[src/rtl/ctx_tlb_pkg.sv]
package ctx_tlb_pkg;
  typedef struct packed {
    logic [2:0] perm;
    logic       user;
    logic       dirty;
  } tlb_attr_t;
endpackage

[src/rtl/ctx_tlb_store.sv]
module ctx_tlb_store
  import ctx_tlb_pkg::*;
#(
  parameter int ENTRIES = 8,
  parameter int VPN_W   = 20,
  parameter int PFN_W   = 20,
  parameter int CID_W   = 8,
  parameter int IDX_W   = $clog2(ENTRIES)
) (
  input  logic               clk,
  input  logic               rst,
  input  logic [VPN_W-1:0]   lk_vpn,
  input  logic [CID_W-1:0]   cur_cid,
  input  logic [VPN_W-1:0]   wr_vpn,
  input  logic               wr_en,
  input  logic [IDX_W-1:0]   wr_idx,
  input  logic [PFN_W-1:0]   wr_pfn,
  input  tlb_attr_t          wr_attr,
  input  logic               clr_all,
  input  logic               clr_ctx,
  input  logic [CID_W-1:0]   clr_ctx_id,
  output logic [ENTRIES-1:0] valid_vec,
  output logic [ENTRIES-1:0] wr_match_vec,
  output logic               lk_hit,
  output logic [PFN_W-1:0]   lk_pfn,
  output tlb_attr_t          lk_attr
);
  logic [ENTRIES-1:0] vld_q;
  logic [VPN_W-1:0]   vpn_q  [ENTRIES];
  logic [CID_W-1:0]   cid_q  [ENTRIES];
  logic [PFN_W-1:0]   pfn_q  [ENTRIES];
  tlb_attr_t          attr_q [ENTRIES];
  logic [ENTRIES-1:0] lk_match;

  // valid bits: reset and flushes take priority over the write
  always_ff @(posedge clk) begin
    if (rst) begin
      vld_q <= '0;
    end else begin
      for (int i = 0; i < ENTRIES; i++) begin
        if (clr_all)
          vld_q[i] <= 1'b0;
        else if (clr_ctx && (cid_q[i] == clr_ctx_id))
          vld_q[i] <= 1'b0;
        else if (wr_en && (wr_idx == IDX_W'(i)))
          vld_q[i] <= 1'b1;
      end
    end
  end

  // payload: single write port, no reset
  always_ff @(posedge clk) begin
    if (wr_en) begin
      vpn_q[wr_idx]  <= wr_vpn;
      cid_q[wr_idx]  <= cur_cid;
      pfn_q[wr_idx]  <= wr_pfn;
      attr_q[wr_idx] <= wr_attr;
    end
  end

  for (genvar g = 0; g < ENTRIES; g++) begin : g_cmp
    assign lk_match[g]     = vld_q[g] && (vpn_q[g] == lk_vpn) && (cid_q[g] == cur_cid);
    assign wr_match_vec[g] = vld_q[g] && (vpn_q[g] == wr_vpn) && (cid_q[g] == cur_cid);
  end

  always_comb begin
    lk_hit  = |lk_match;
    lk_pfn  = '0;
    lk_attr = '0;
    for (int i = ENTRIES - 1; i >= 0; i--) begin
      if (lk_match[i]) begin
        lk_pfn  = pfn_q[i];
        lk_attr = attr_q[i];
      end
    end
  end

  assign valid_vec = vld_q;

  AST_MATCH_ONEHOT: assert property (@(posedge clk) disable iff (rst)
    $onehot0(lk_match));
  AST_FLUSH_ALL_EMPTY: assert property (@(posedge clk) disable iff (rst)
    clr_all |=> (vld_q == '0));
endmodule

[src/rtl/ctx_tlb_victim.sv]
module ctx_tlb_victim #(
  parameter int ENTRIES = 8,
  parameter int IDX_W   = $clog2(ENTRIES)
) (
  input  logic               clk,
  input  logic               rst,
  input  logic               fire,
  input  logic [ENTRIES-1:0] match_vec,
  input  logic [ENTRIES-1:0] valid_vec,
  output logic [IDX_W-1:0]   sel_idx
);
  logic [IDX_W-1:0] rr_q;
  logic [IDX_W-1:0] match_idx;
  logic [IDX_W-1:0] free_idx;
  logic             any_match;
  logic             all_valid;

  always_comb begin
    match_idx = '0;
    free_idx  = '0;
    for (int i = ENTRIES - 1; i >= 0; i--) begin
      if (match_vec[i])  match_idx = IDX_W'(i);
      if (!valid_vec[i]) free_idx  = IDX_W'(i);
    end
  end

  assign any_match = |match_vec;
  assign all_valid = &valid_vec;
  assign sel_idx   = any_match ? match_idx : (all_valid ? rr_q : free_idx);

  always_ff @(posedge clk) begin
    if (rst)
      rr_q <= '0;
    else if (fire && !any_match && all_valid)
      rr_q <= (rr_q == IDX_W'(ENTRIES - 1)) ? '0 : rr_q + 1'b1;
  end

  AST_RR_STILL_UNLESS_EVICT: assert property (@(posedge clk) disable iff (rst)
    !(fire && all_valid && !any_match) |=> $stable(rr_q));
endmodule

[src/rtl/ctx_tlb_stats.sv]
module ctx_tlb_stats #(
  parameter int CNT_W = 16
) (
  input  logic             clk,
  input  logic             rst,
  input  logic             strobe,
  input  logic             hit,
  output logic [CNT_W-1:0] hit_cnt,
  output logic [CNT_W-1:0] miss_cnt
);
  always_ff @(posedge clk) begin
    if (rst) begin
      hit_cnt  <= '0;
      miss_cnt <= '0;
    end else if (strobe) begin
      if (hit) hit_cnt  <= hit_cnt + 1'b1;
      else     miss_cnt <= miss_cnt + 1'b1;
    end
  end

  AST_CNT_ONE_STEP: assert property (@(posedge clk) disable iff (rst)
    strobe |=> (CNT_W'(hit_cnt - $past(hit_cnt)) + CNT_W'(miss_cnt - $past(miss_cnt)) == CNT_W'(1)));
  AST_CNT_IDLE: assert property (@(posedge clk) disable iff (rst)
    !strobe |=> ($stable(hit_cnt) && $stable(miss_cnt)));
endmodule

[src/rtl/ctx_tlb.sv]
module ctx_tlb
  import ctx_tlb_pkg::*;
#(
  parameter int ENTRIES = 8,
  parameter int VPN_W   = 20,
  parameter int PFN_W   = 20,
  parameter int CID_W   = 8,
  parameter int CNT_W   = 16
) (
  input  logic             clk,
  input  logic             rst,
  input  logic             lk_req,
  input  logic [VPN_W-1:0] lk_vpn,
  output logic             lk_valid,
  output logic             lk_hit,
  output logic [PFN_W-1:0] lk_pfn,
  output logic [2:0]       lk_perm,
  output logic             lk_user,
  output logic             lk_dirty,
  input  logic             fill_req,
  input  logic [VPN_W-1:0] fill_vpn,
  input  logic [PFN_W-1:0] fill_pfn,
  input  logic [2:0]       fill_perm,
  input  logic             fill_user,
  input  logic             fill_dirty,
  input  logic             ctx_set,
  input  logic [CID_W-1:0] ctx_id_in,
  input  logic             flush_all,
  input  logic             flush_ctx,
  input  logic [CID_W-1:0] flush_ctx_id,
  output logic [CID_W-1:0] active_ctx,
  output logic [CNT_W-1:0] hit_count,
  output logic [CNT_W-1:0] miss_count
);
  localparam int IDX_W = $clog2(ENTRIES);

  logic [CID_W-1:0]   cid_q;
  logic               wr_en;
  logic [IDX_W-1:0]   wr_idx;
  logic [ENTRIES-1:0] valid_vec;
  logic [ENTRIES-1:0] wr_match_vec;
  logic               cmp_hit;
  logic [PFN_W-1:0]   cmp_pfn;
  tlb_attr_t          cmp_attr;
  tlb_attr_t          fill_attr;
  logic               rsp_vld_q;
  logic               rsp_hit_q;
  logic [PFN_W-1:0]   rsp_pfn_q;
  tlb_attr_t          rsp_attr_q;

  assign fill_attr = '{perm: fill_perm, user: fill_user, dirty: fill_dirty};
  assign wr_en     = fill_req && !flush_all && !flush_ctx;

  always_ff @(posedge clk) begin
    if (rst)          cid_q <= '0;
    else if (ctx_set) cid_q <= ctx_id_in;
  end

  ctx_tlb_store #(
    .ENTRIES(ENTRIES), .VPN_W(VPN_W), .PFN_W(PFN_W), .CID_W(CID_W), .IDX_W(IDX_W)
  ) u_store (
    .clk(clk), .rst(rst),
    .lk_vpn(lk_vpn), .cur_cid(cid_q),
    .wr_vpn(fill_vpn), .wr_en(wr_en), .wr_idx(wr_idx),
    .wr_pfn(fill_pfn), .wr_attr(fill_attr),
    .clr_all(flush_all), .clr_ctx(flush_ctx), .clr_ctx_id(flush_ctx_id),
    .valid_vec(valid_vec), .wr_match_vec(wr_match_vec),
    .lk_hit(cmp_hit), .lk_pfn(cmp_pfn), .lk_attr(cmp_attr)
  );

  ctx_tlb_victim #(.ENTRIES(ENTRIES), .IDX_W(IDX_W)) u_victim (
    .clk(clk), .rst(rst), .fire(wr_en),
    .match_vec(wr_match_vec), .valid_vec(valid_vec), .sel_idx(wr_idx)
  );

  ctx_tlb_stats #(.CNT_W(CNT_W)) u_stats (
    .clk(clk), .rst(rst), .strobe(lk_req), .hit(cmp_hit),
    .hit_cnt(hit_count), .miss_cnt(miss_count)
  );

  always_ff @(posedge clk) begin
    if (rst) begin
      rsp_vld_q  <= 1'b0;
      rsp_hit_q  <= 1'b0;
      rsp_pfn_q  <= '0;
      rsp_attr_q <= '0;
    end else begin
      rsp_vld_q <= lk_req;
      if (lk_req) begin
        rsp_hit_q  <= cmp_hit;
        rsp_pfn_q  <= cmp_hit ? cmp_pfn : '0;
        rsp_attr_q <= cmp_hit ? cmp_attr : '0;
      end
    end
  end

  assign lk_valid   = rsp_vld_q;
  assign lk_hit     = rsp_hit_q;
  assign lk_pfn     = rsp_pfn_q;
  assign lk_perm    = rsp_attr_q.perm;
  assign lk_user    = rsp_attr_q.user;
  assign lk_dirty   = rsp_attr_q.dirty;
  assign active_ctx = cid_q;

  AST_RESP_NEXT: assert property (@(posedge clk) disable iff (rst)
    lk_req |=> lk_valid);
  AST_NO_RESP_IDLE: assert property (@(posedge clk) disable iff (rst)
    !lk_req |=> !lk_valid);
  AST_CTX_HOLD: assert property (@(posedge clk) disable iff (rst)
    !ctx_set |=> $stable(active_ctx));
  AST_CTX_LOAD: assert property (@(posedge clk) disable iff (rst)
    ctx_set |=> (active_ctx == $past(ctx_id_in)));
endmodule

[config.mk]
export PLATFORM = sky130hd
export DESIGN_NAME = ctx_tlb
export DESIGN_NICKNAME = d
export VERILOG_FILES = /design/src/rtl/ctx_tlb_pkg.sv /design/src/rtl/ctx_tlb_store.sv /design/src/rtl/ctx_tlb_victim.sv /design/src/rtl/ctx_tlb_stats.sv /design/src/rtl/ctx_tlb.sv
export SDC_FILE = /design/constraint.sdc
export NUM_CORES = 1
export LEC_CHECK = 0
export BUFFER_PORTS_ARGS = -buffer_cell sky130_fd_sc_hd__buf_4
export CORE_MARGIN = 5
export CORE_UTILIZATION = 40
export DETAILED_ROUTE_END_ITERATION = 7
export PLACE_DENSITY = 0.69
export SETUP_SLACK_MARGIN = 0.5
export SLEW_MARGIN = 20
export SYNTH_ARGS = -nofsm -noshare
export SYNTH_HDL_FRONTEND = slang
export SYNTH_SLANG_ARGS = --single-unit
[constraint.sdc]
create_clock -name clk -period 11.92 [get_ports clk]
set_input_delay 2.384 -clock clk [delete_from_list [all_inputs] [get_ports clk]]
set_output_delay 2.384 -clock clk [all_outputs]
set_load 0.02 [all_outputs]
# --- Word-level counts from Yosys, hierarchy flattened ---
# Memory sizes are Yosys's and may differ from the RTL's.
# Cells that the tools add are included.
word_totals:
  in_bits: 88
  latch_bits: 0
  mem_bits_ro: 0
  word_cells: 174
  ram_bits: 424
  mem_count: 4
  ff_bits: 78
  out_inout_bits: 67
op_classes:
  shifts: 0
  n_addsub: 3
  reduce_logical: 69
  div: 0
  mux: 39
  magnitude_cmp: 0
  eq_ne: 40
  n_mul: 0
  bitwise: 1
memory_table:
  columns: ["name", "words", "width", "rd", "rd_ports_with_merged_regs", "wr", "line", "text"]
  rows:
  - ["u_store.pfn_q", 8, 20, 8, 0, 1, "ctx_tlb_store.sv:31", "logic [PFN_W-1:0] pfn_q [ENTRIES];"]
  - ["u_store.vpn_q", 8, 20, 8, 0, 1, "ctx_tlb_store.sv:29", "logic [VPN_W-1:0] vpn_q [ENTRIES];"]
  - ["u_store.cid_q", 8, 8, 8, 0, 1, "ctx_tlb_store.sv:30", "logic [CID_W-1:0] cid_q [ENTRIES];"]
  - ["u_store.attr_q", 8, 5, 8, 0, 1, "ctx_tlb_store.sv:32", "tlb_attr_t attr_q [ENTRIES];"]
ops:
  columns: ["operator", "count"]
  rows:
  - ["equality test 20 bit", 16]
  - ["two-way mux 20 bit", 9]
  - ["equality test 8 bit", 16]
  - ["two-way mux 3 bit", 19]
  - ["logical AND 1 bit", 52]
  - ["two-way mux 5 bit", 9]
  - ["adder 16 x 1 -> 16 bit (second input constant)", 2]
  - ["OR reduction 3 bit", 8]
  - ["OR reduction 8 bit", 2]
  - ["equality test 3 bit (second input constant)", 5]
  - ["AND reduction 8 bit", 1]
  - ["equality test 3 x 2 -> 1 bit (second input constant)", 2]
  - ["AND reduction 2 bit", 2]
  - ["adder 3 x 1 -> 3 bit (second input constant)", 1]
  - ["equality test 3 x 1 -> 1 bit (second input constant)", 1]
  - ["zero test 1 bit", 3]
  - ["zero test 3 bit", 1]
  - ["two-way mux 1 bit", 2]
  - ["NOT 1 bit", 1]

# --- Longest topological paths before layout ---
logic_depth:
  ltp_word: 14
  mapped_depth: 12
  ltp_nobuf: 9

# --- Modules after synthesis ---
# From an unflattened synthesis, not the netlist that was laid out.
unflattened:
  cells_unflattened: 1859
  hier_area_um2: 23852.9
modules_own_cells:
  columns: ["module", "cells_each", "instances", "seq_area_each_um2", "area_per_inst_um2"]
  rows:
  - ["ctx_tlb_store", 1506, 1, 12892.4, 20719.9]
  - ["ctx_tlb_stats", 166, 1, 640.6, 1445.1]
  - ["ctx_tlb", 144, 1, 700.7, 1366.3]
  - ["ctx_tlb_victim", 43, 1, 60.1, 321.6]

# --- Least setup slack after synthesis ---
# Ideal clock, no wire load.
synth_timing:
  kind: "input-to-reg"
  startpoint: "input fill_vpn[4]"
  endpoint: "register u_store.vld_q[0] (netlist: u_store.valid_vec[0])"
  path_buffers: 1
  cell_stages: 10
  path_slack_ns: 3.302
  arrival_time_ns: 8.543
  required_ns: 11.845
  setup_time_ns: 0.075
  cell_sequence: "buf_2 -> xor2_1 -> nor4_1 -> and4_1 -> and4_1 -> a2bb2oi_1 -> a21oi_1 -> a21oi_1 -> nor3b_1 -> o221a_2"
synth_between:
  elab_chain_len: 14
  elab_cells_between_ends: 36
  cone_classes: "eq/ne (8); mux (9); reduce/logical (19)"
synth_lines:
  columns: ["item", "line", "text"]
  rows:
  - ["from (decl)", "ctx_tlb.sv:21", "input logic [VPN_W-1:0] fill_vpn,"]
  - ["equality test 20 bit", "ctx_tlb_store.sv:63", "assign wr_match_vec[g] = vld_q[g] && (vpn_q[g] == wr_vpn) && (cid_q[g] == cur_cid);"]
  - ["logical AND 1 bit (2 in a row)", "ctx_tlb_store.sv:63", null]
  - ["two-way mux 3 bit (8 in a row)", "ctx_tlb_victim.sv:22", "if (match_vec[i]) match_idx = IDX_W'(i);"]
  - ["two-way mux 3 bit *", "ctx_tlb_victim.sv:29", "assign sel_idx = any_match ? match_idx : (all_valid ? rr_q : free_idx);"]
  - ["zero test 3 bit *", "ctx_tlb_store.sv:45", "else if (wr_en && (wr_idx == IDX_W'(i)))"]
  - ["logical AND 1 bit *", "ctx_tlb_store.sv:45", null]
  - ["to (signal, indexed assignment)", "ctx_tlb_store.sv:42", "vld_q[i] <= 1'b0;"]
  - ["to (signal, indexed assignment)", "ctx_tlb_store.sv:44", "vld_q[i] <= 1'b0;"]
  - ["to (signal, indexed assignment)", "ctx_tlb_store.sv:46", "vld_q[i] <= 1'b1;"]
  - ["to (decl)", "ctx_tlb_store.sv:28", "logic [ENTRIES-1:0] vld_q;"]
# Mark *: on every way between the ends. The rest lies on a longest branch, timed or not.
# A chain may end at the register's enable or synchronous reset.

# --- Final worst setup path ---
layout_timing:
  startpoint: "input fill_vpn[4]"
  endpoint: "memory u_store.pfn_q[3][7] (enable)"
layout_between:
  elab_chain_len: 12
  elab_cells_between_ends: 34
  cone_classes: "eq/ne (8); mux (9); reduce/logical (17)"
layout_lines:
  columns: ["item", "line"]
  rows:
  - ["equality test 20 bit", "ctx_tlb_store.sv:63"]
  - ["logical AND 1 bit (2 in a row)", "ctx_tlb_store.sv:63"]
  - ["two-way mux 3 bit (8 in a row)", "ctx_tlb_victim.sv:22"]
  - ["two-way mux 3 bit *", "ctx_tlb_victim.sv:29"]
  - ["to (decl)", "ctx_tlb_store.sv:31"]
# Marked as above.

==> results_tabular.tex <==
\begin{tabular}{lr}
\hline
Metric & Value \\
\hline
\multicolumn{2}{l}{\textbf{Outcome}} \\
\quad Status & finished, final reports clean \\
\multicolumn{2}{l}{\textbf{Final layout}} \\
\quad Area Overhead vs Synth & 16.3\% \\
\quad Fill cell total of the finished layout & $\sim$5200 \\
\quad Number of nets in the layout & 2088 \\
\quad Post-route non-filler standard cell count & about 2800 \\
\quad Fraction of final layout cells with drive strength greater than 1 & between 10\% and 20\% \\
\multicolumn{2}{l}{\textbf{Worst setup path}} \\
\quad Worst reg-to-reg path cell count & 10 \\
\quad Required arrival time at the worst endpoint & around 12 ns \\
\quad Crit-path max cell delay & roughly 0.75 ns \\
\quad Origin of the worst setup path & fill\_vpn[4] \\
\quad Maximum fanout count along the critical path & 45 \\
\quad Worst path arrival time & between 6 and 7 ns \\
\quad FF-to-FF setup slack & around 7.6 ns \\
\quad Critical setup path kind & in -> reg \\
\quad Nature of the critical path startpoint & input pin \\
\quad R2R Path Start & active\_ctx[2] \\
\quad Reg-to-reg critical path endpoint & u\_store.pfn\_q[3][7] \\
\quad Buffers plus inverters on the worst setup path & 2 \\
\quad Ordered cell list for the critical path & buf\_4 > xnor2\_1 > nand4\_1 > nor4\_1 > a2bb2oi\_1 > a21oi\_1 > a21oi\_1 > nor3\_2 > buf\_4 \\
\quad Endpoint kind of the worst setup timing path & flop \\
\quad Delay-heaviest family, CP & simple AND/OR/NAND/NOR gates \\
\quad Crit path max-delay cell type & sky130\_fd\_sc\_hd\_\_nor4\_1 \\
\multicolumn{2}{l}{\textbf{Yosys}} \\
\quad Number of enable-type register cells in the synthesized netlist & about 420 \\
\quad Share of the synthesized area in the top cell type & 54.2\% \\
\quad Most area-hungry cell type in the Yosys netlist & sky130\_fd\_sc\_hd\_\_edfxtp\_1 \\
\quad Mean Syn Cell Area & 12.6 µm² \\
\quad Number of instances in the synthesized netlist & $\sim$1900 \\
\quad Post-synthesis sequential element count & around 500 \\
\quad Number of library cell types mapped by synthesis & 57 \\
\quad FFs w/ async S/R, synth & 0\% \\
\quad Synth top area cells & sky130\_fd\_sc\_hd\_\_edfxtp\_1 54\%, sky130\_fd\_sc\_hd\_\_xnor2\_1 13\%, sky130\_fd\_sc\_hd\_\_dfxtp\_1 6.6\%, sky130\_fd\_sc\_hd\_\_xor2\_1 4.9\%, sky130\_fd\_sc\_hd\_\_nand4\_1 4.1\% \\
\quad Number of warnings reported in the yosys synthesis log & 0 \\
\quad Cell area after technology mapping & around 23000 µm² \\
\quad Main synth FF type & sky130\_fd\_sc\_hd\_\_edfxtp\_1 \\
\quad Part of the Yosys area used for sequential elements & 60.9\% \\
\quad Most instantiated cells after synthesis & 424 x sky130\_fd\_sc\_hd\_\_edfxtp\_1, 343 x sky130\_fd\_sc\_hd\_\_xnor2\_1, 154 x sky130\_fd\_sc\_hd\_\_nand4\_1 \\
\quad Post-Syn Nets & 1959 \\
\quad Dominant cell by count in the synthesized netlist & sky130\_fd\_sc\_hd\_\_edfxtp\_1 \\
\multicolumn{2}{l}{\textbf{Worst hold path}} \\
\quad Worst hold path class & reg -> reg \\
\quad Number of cells traversed by the worst hold path & 2 \\
\quad End point of the worst hold path & lk\_hit \\
\quad Launch instance of the worst min-delay path & lk\_hit \\
\multicolumn{2}{l}{\textbf{Drt}} \\
\quad Via count of the routed design & 16200 \\
\quad Post-detailed-route count of antenna-violating nets & 0 \\
\quad Average routed wire per standard cell & around 26 µm \\
\quad Number of DRC violations after detailed routing & 0 \\
\quad Initial detailed-routing violation count & between 1000 and 1500 \\
\quad Number of optimization iterations in the first detailed-route pass & 5 \\
\quad Post-detailed-routing wire length & roughly 74000 µm \\
\quad Via density per instance & between 5 and 6 \\
\multicolumn{2}{l}{\textbf{STA}} \\
\quad Worst relative slew slack & 29.3\% \\
\quad Setup repair after global routing missed its margin & false \\
\quad Number of failing hold endpoints at the final stage & 0 \\
\quad Sum of negative setup slack & 0 ns \\
\quad Tightest Pin Transition & approximately 1.1 ns \\
\quad Maximum clock frequency & around 170 MHz \\
\quad Final max-slew violation count & 0 \\
\quad Post-Route Hold Slack & between 0.4 and 0.5 ns \\
\quad Setup-violating endpoint count in the final report & 0 \\
\quad Largest clock skew in the final design & about 0.074 ns \\
\quad Post-route fraction of the period consumed by the critical path & 48.5\% \\
\quad Minimum period implied by the final worst setup slack & 5.78 ns \\
\multicolumn{2}{l}{\textbf{Clock network}} \\
\quad Number of buffers inserted for hold repair after clock tree synthesis & 0 \\
\quad Maximum clock insertion buffer count & 3 \\
\quad TritonCTS clock tree & built \\
\quad Buffer count from post-CTS setup fixing & 0 \\
\quad CTS Sinks & about 500 \\
\quad Level count of the clock H-tree & 2 \\
\quad Number of CTS-inserted buffers & between 50 and 60 \\
\quad Cell at the root of the clock tree & sky130\_fd\_sc\_hd\_\_clkbuf\_16 \\
\quad Clock insertion delay at the later pin of the skew report & roughly 0.64 ns \\
\quad CTS-repair resized insts & 0 \\
\quad Clock Pin Slew Worst Setup and Hold Paths & about 0.06 ns \\
\multicolumn{2}{l}{\textbf{Floorplan}} \\
\quad Chip height & about 250 µm \\
\quad Starting density of the core & between 40\% and 50\% \\
\quad Boundary pin count & between 150 and 200 \\
\quad Standard-cell row count & 88 \\
\quad Core area & 57900 µm² \\
\quad Die area & 63700 µm² \\
\quad X dimension of the die & $\sim$250 µm \\
\multicolumn{2}{l}{\textbf{Global routing}} \\
\quad Congestion Overflow GR & 0 \\
\quad Global-route wire length before repair & $\sim$110000 µm \\
\quad Number of global-route vias before repair & roughly 16000 \\
\quad Largest net degree at the start of global routing & 73 \\
\quad Number of antenna violations at the first check in global routing & 1 \\
\quad Tot GR Track Use & between 20 and 25\% \\
\multicolumn{2}{l}{\textbf{Place}} \\
\quad Count of input and output buffers & roughly 150 \\
\quad Post-detail-place hpwl & 49000 µm \\
\quad Gpl congestion & around 1 \\
\quad Number of placed cells counting well taps & between 2000 and 3000 \\
\multicolumn{2}{l}{\textbf{Power and ir drop}} \\
\quad Power Density & between 100 and 150 nW/µm² \\
\quad Leakage power of the design & 8.74 nW \\
\quad Worst IR Drop VDD & about 130 µV \\
\multicolumn{2}{l}{\textbf{Run}} \\
\quad Max-cap violation count & 0 \\
\hline
\end{tabular}
logic make-up (layout without fill, tap and decap cells):
| logic type | Yosys count | count (layout) | share of synthesized area, % |
|---|---|---|---|
| xor+xnor | 475 | 475 | 17.7 |
| compound gates | 205 | 205 | 5.92 |
| buf+inv | 119 | 294 | 2.29 |
| fa+ha+maj | 4 | 4 | 0.213 |
| simple gates | 550 | 550 | 12.5 |
| other cells | 0 | 1 | 0 |
| mux | 12 | 12 | 0.517 |
| flops | 502 | 502 | 60.9 |
placed cells by master, fill, tap and decap left out, types with 5 or more instances in the layout:
cell,count
sky130_fd_sc_hd__and4_1,5
sky130_fd_sc_hd__dfxtp_1,78
sky130_fd_sc_hd__buf_4,185
sky130_fd_sc_hd__nand2_1,83
sky130_fd_sc_hd__and3_1,14
sky130_fd_sc_hd__edfxtp_1,424
sky130_fd_sc_hd__nor4_1,44
sky130_fd_sc_hd__a21oi_1,81
sky130_fd_sc_hd__nand3_1,59
sky130_fd_sc_hd__xnor2_1,343
sky130_fd_sc_hd__clkinv_1,5
sky130_fd_sc_hd__nand4_1,154
sky130_fd_sc_hd__o31a_1,24
sky130_fd_sc_hd__bufinv_16,8
sky130_fd_sc_hd__o211a_1,5
sky130_fd_sc_hd__inv_1,6
sky130_fd_sc_hd__clkbuf_1,13
sky130_fd_sc_hd__clkinv_2,6
sky130_fd_sc_hd__clkbuf_16,56
sky130_fd_sc_hd__xor2_1,132
sky130_fd_sc_hd__mux2i_1,11
sky130_fd_sc_hd__nor2_1,117
sky130_fd_sc_hd__o21ai_0,6
sky130_fd_sc_hd__nor3_1,31
sky130_fd_sc_hd__a221oi_1,24
sky130_fd_sc_hd__and2_1,6
sky130_fd_sc_hd__clkbuf_8,6
sky130_fd_sc_hd__a21boi_0,24
sky130_fd_sc_hd__nor3_2,7
sky130_fd_sc_hd__o22ai_1,24
cell type report:
| class | instances | area, µm² | area share [%] |
|---|---|---|---|
| sequential | 502 | 14300 | 52.3 |
| multi-input combinational | 1246 | 8700 | 31.9 |
| clock buffer | 77 | 1540 | 5.65 |
| timing repair buffer | 185 | 1390 | 5.09 |
| tap | 765 | 957 | 3.50 |
| clock inverter | 25 | 394 | 1.44 |
| inverter | 7 | 26.3 | 0.0962 |
| antenna | 1 | 2.50 | 0.00916 |
metrics by stage:
stage	util [%]	total power (W)	worst slack, ns	area (µm²)
floorplan	-	0.00209	3.30	23500
global placement	43.8	0.00219	5.56	25400
detailed placement	43.8	0.00219	5.57	25400
CTS	47.2	0.00398	6.18	27300
global route	47.2	0.00408	6.00	27300
finish	47.2	0.00396	6.14	27300
power by group:
part	switching (W)	total, W	internal, W
Sequential	0.00000562	0.00192	0.00191
Combinational	0.000158	0.000239	0.0000815
Clock	0.000723	0.00181	0.00108
worst register-to-register path: stages (launching register included):
cell	delay (ns)
sky130_fd_sc_hd__dfxtp_1	0.30
sky130_fd_sc_hd__buf_4	0.29
sky130_fd_sc_hd__xnor2_1	0.18
sky130_fd_sc_hd__nand4_1	0.25
sky130_fd_sc_hd__nor3_1	0.53
sky130_fd_sc_hd__nand3_1	0.29
sky130_fd_sc_hd__nand3_1	0.16
sky130_fd_sc_hd__a31oi_1	0.10
sky130_fd_sc_hd__or2_2	0.36
sky130_fd_sc_hd__nor3_2	0.68
sky130_fd_sc_hd__buf_4	0.74
per-layer routing:
metal,global-route usage (%),share of wire (%),vias up
li1,-,-,7179
met1,30.5,41,8230
met2,37.5,48,692
met3,3.78,7.8,100
met4,6.23,2.7,0
met5,0,0,-
worst max path at each step:
stage,endpoint,cells past startpoint
2_1_floorplan,u_store.valid_vec[0],10
3_3_place_gp,u_store.pfn_q[3][9],10
3_5_place_dp,u_store.pfn_q[3][11],9
4_1_cts,u_store.vpn_q[3][5],9
5_1_grt,u_store.vpn_q[3][5],10
6_report,u_store.pfn_q[3][7],9
state kept, by name, summed over array words and instances (netlist names), 8 cells and up:
name,count
u_stats.hit_cnt,16
u_stats.miss_cnt,16
u_store.pfn_q,160
active_ctx,8
lk_pfn,20
u_store.valid_vec,8
u_store.vpn_q,160
u_store.attr_q,40
u_store.cid_q,64
Note: power is estimated with default switching activity, not from simulation.
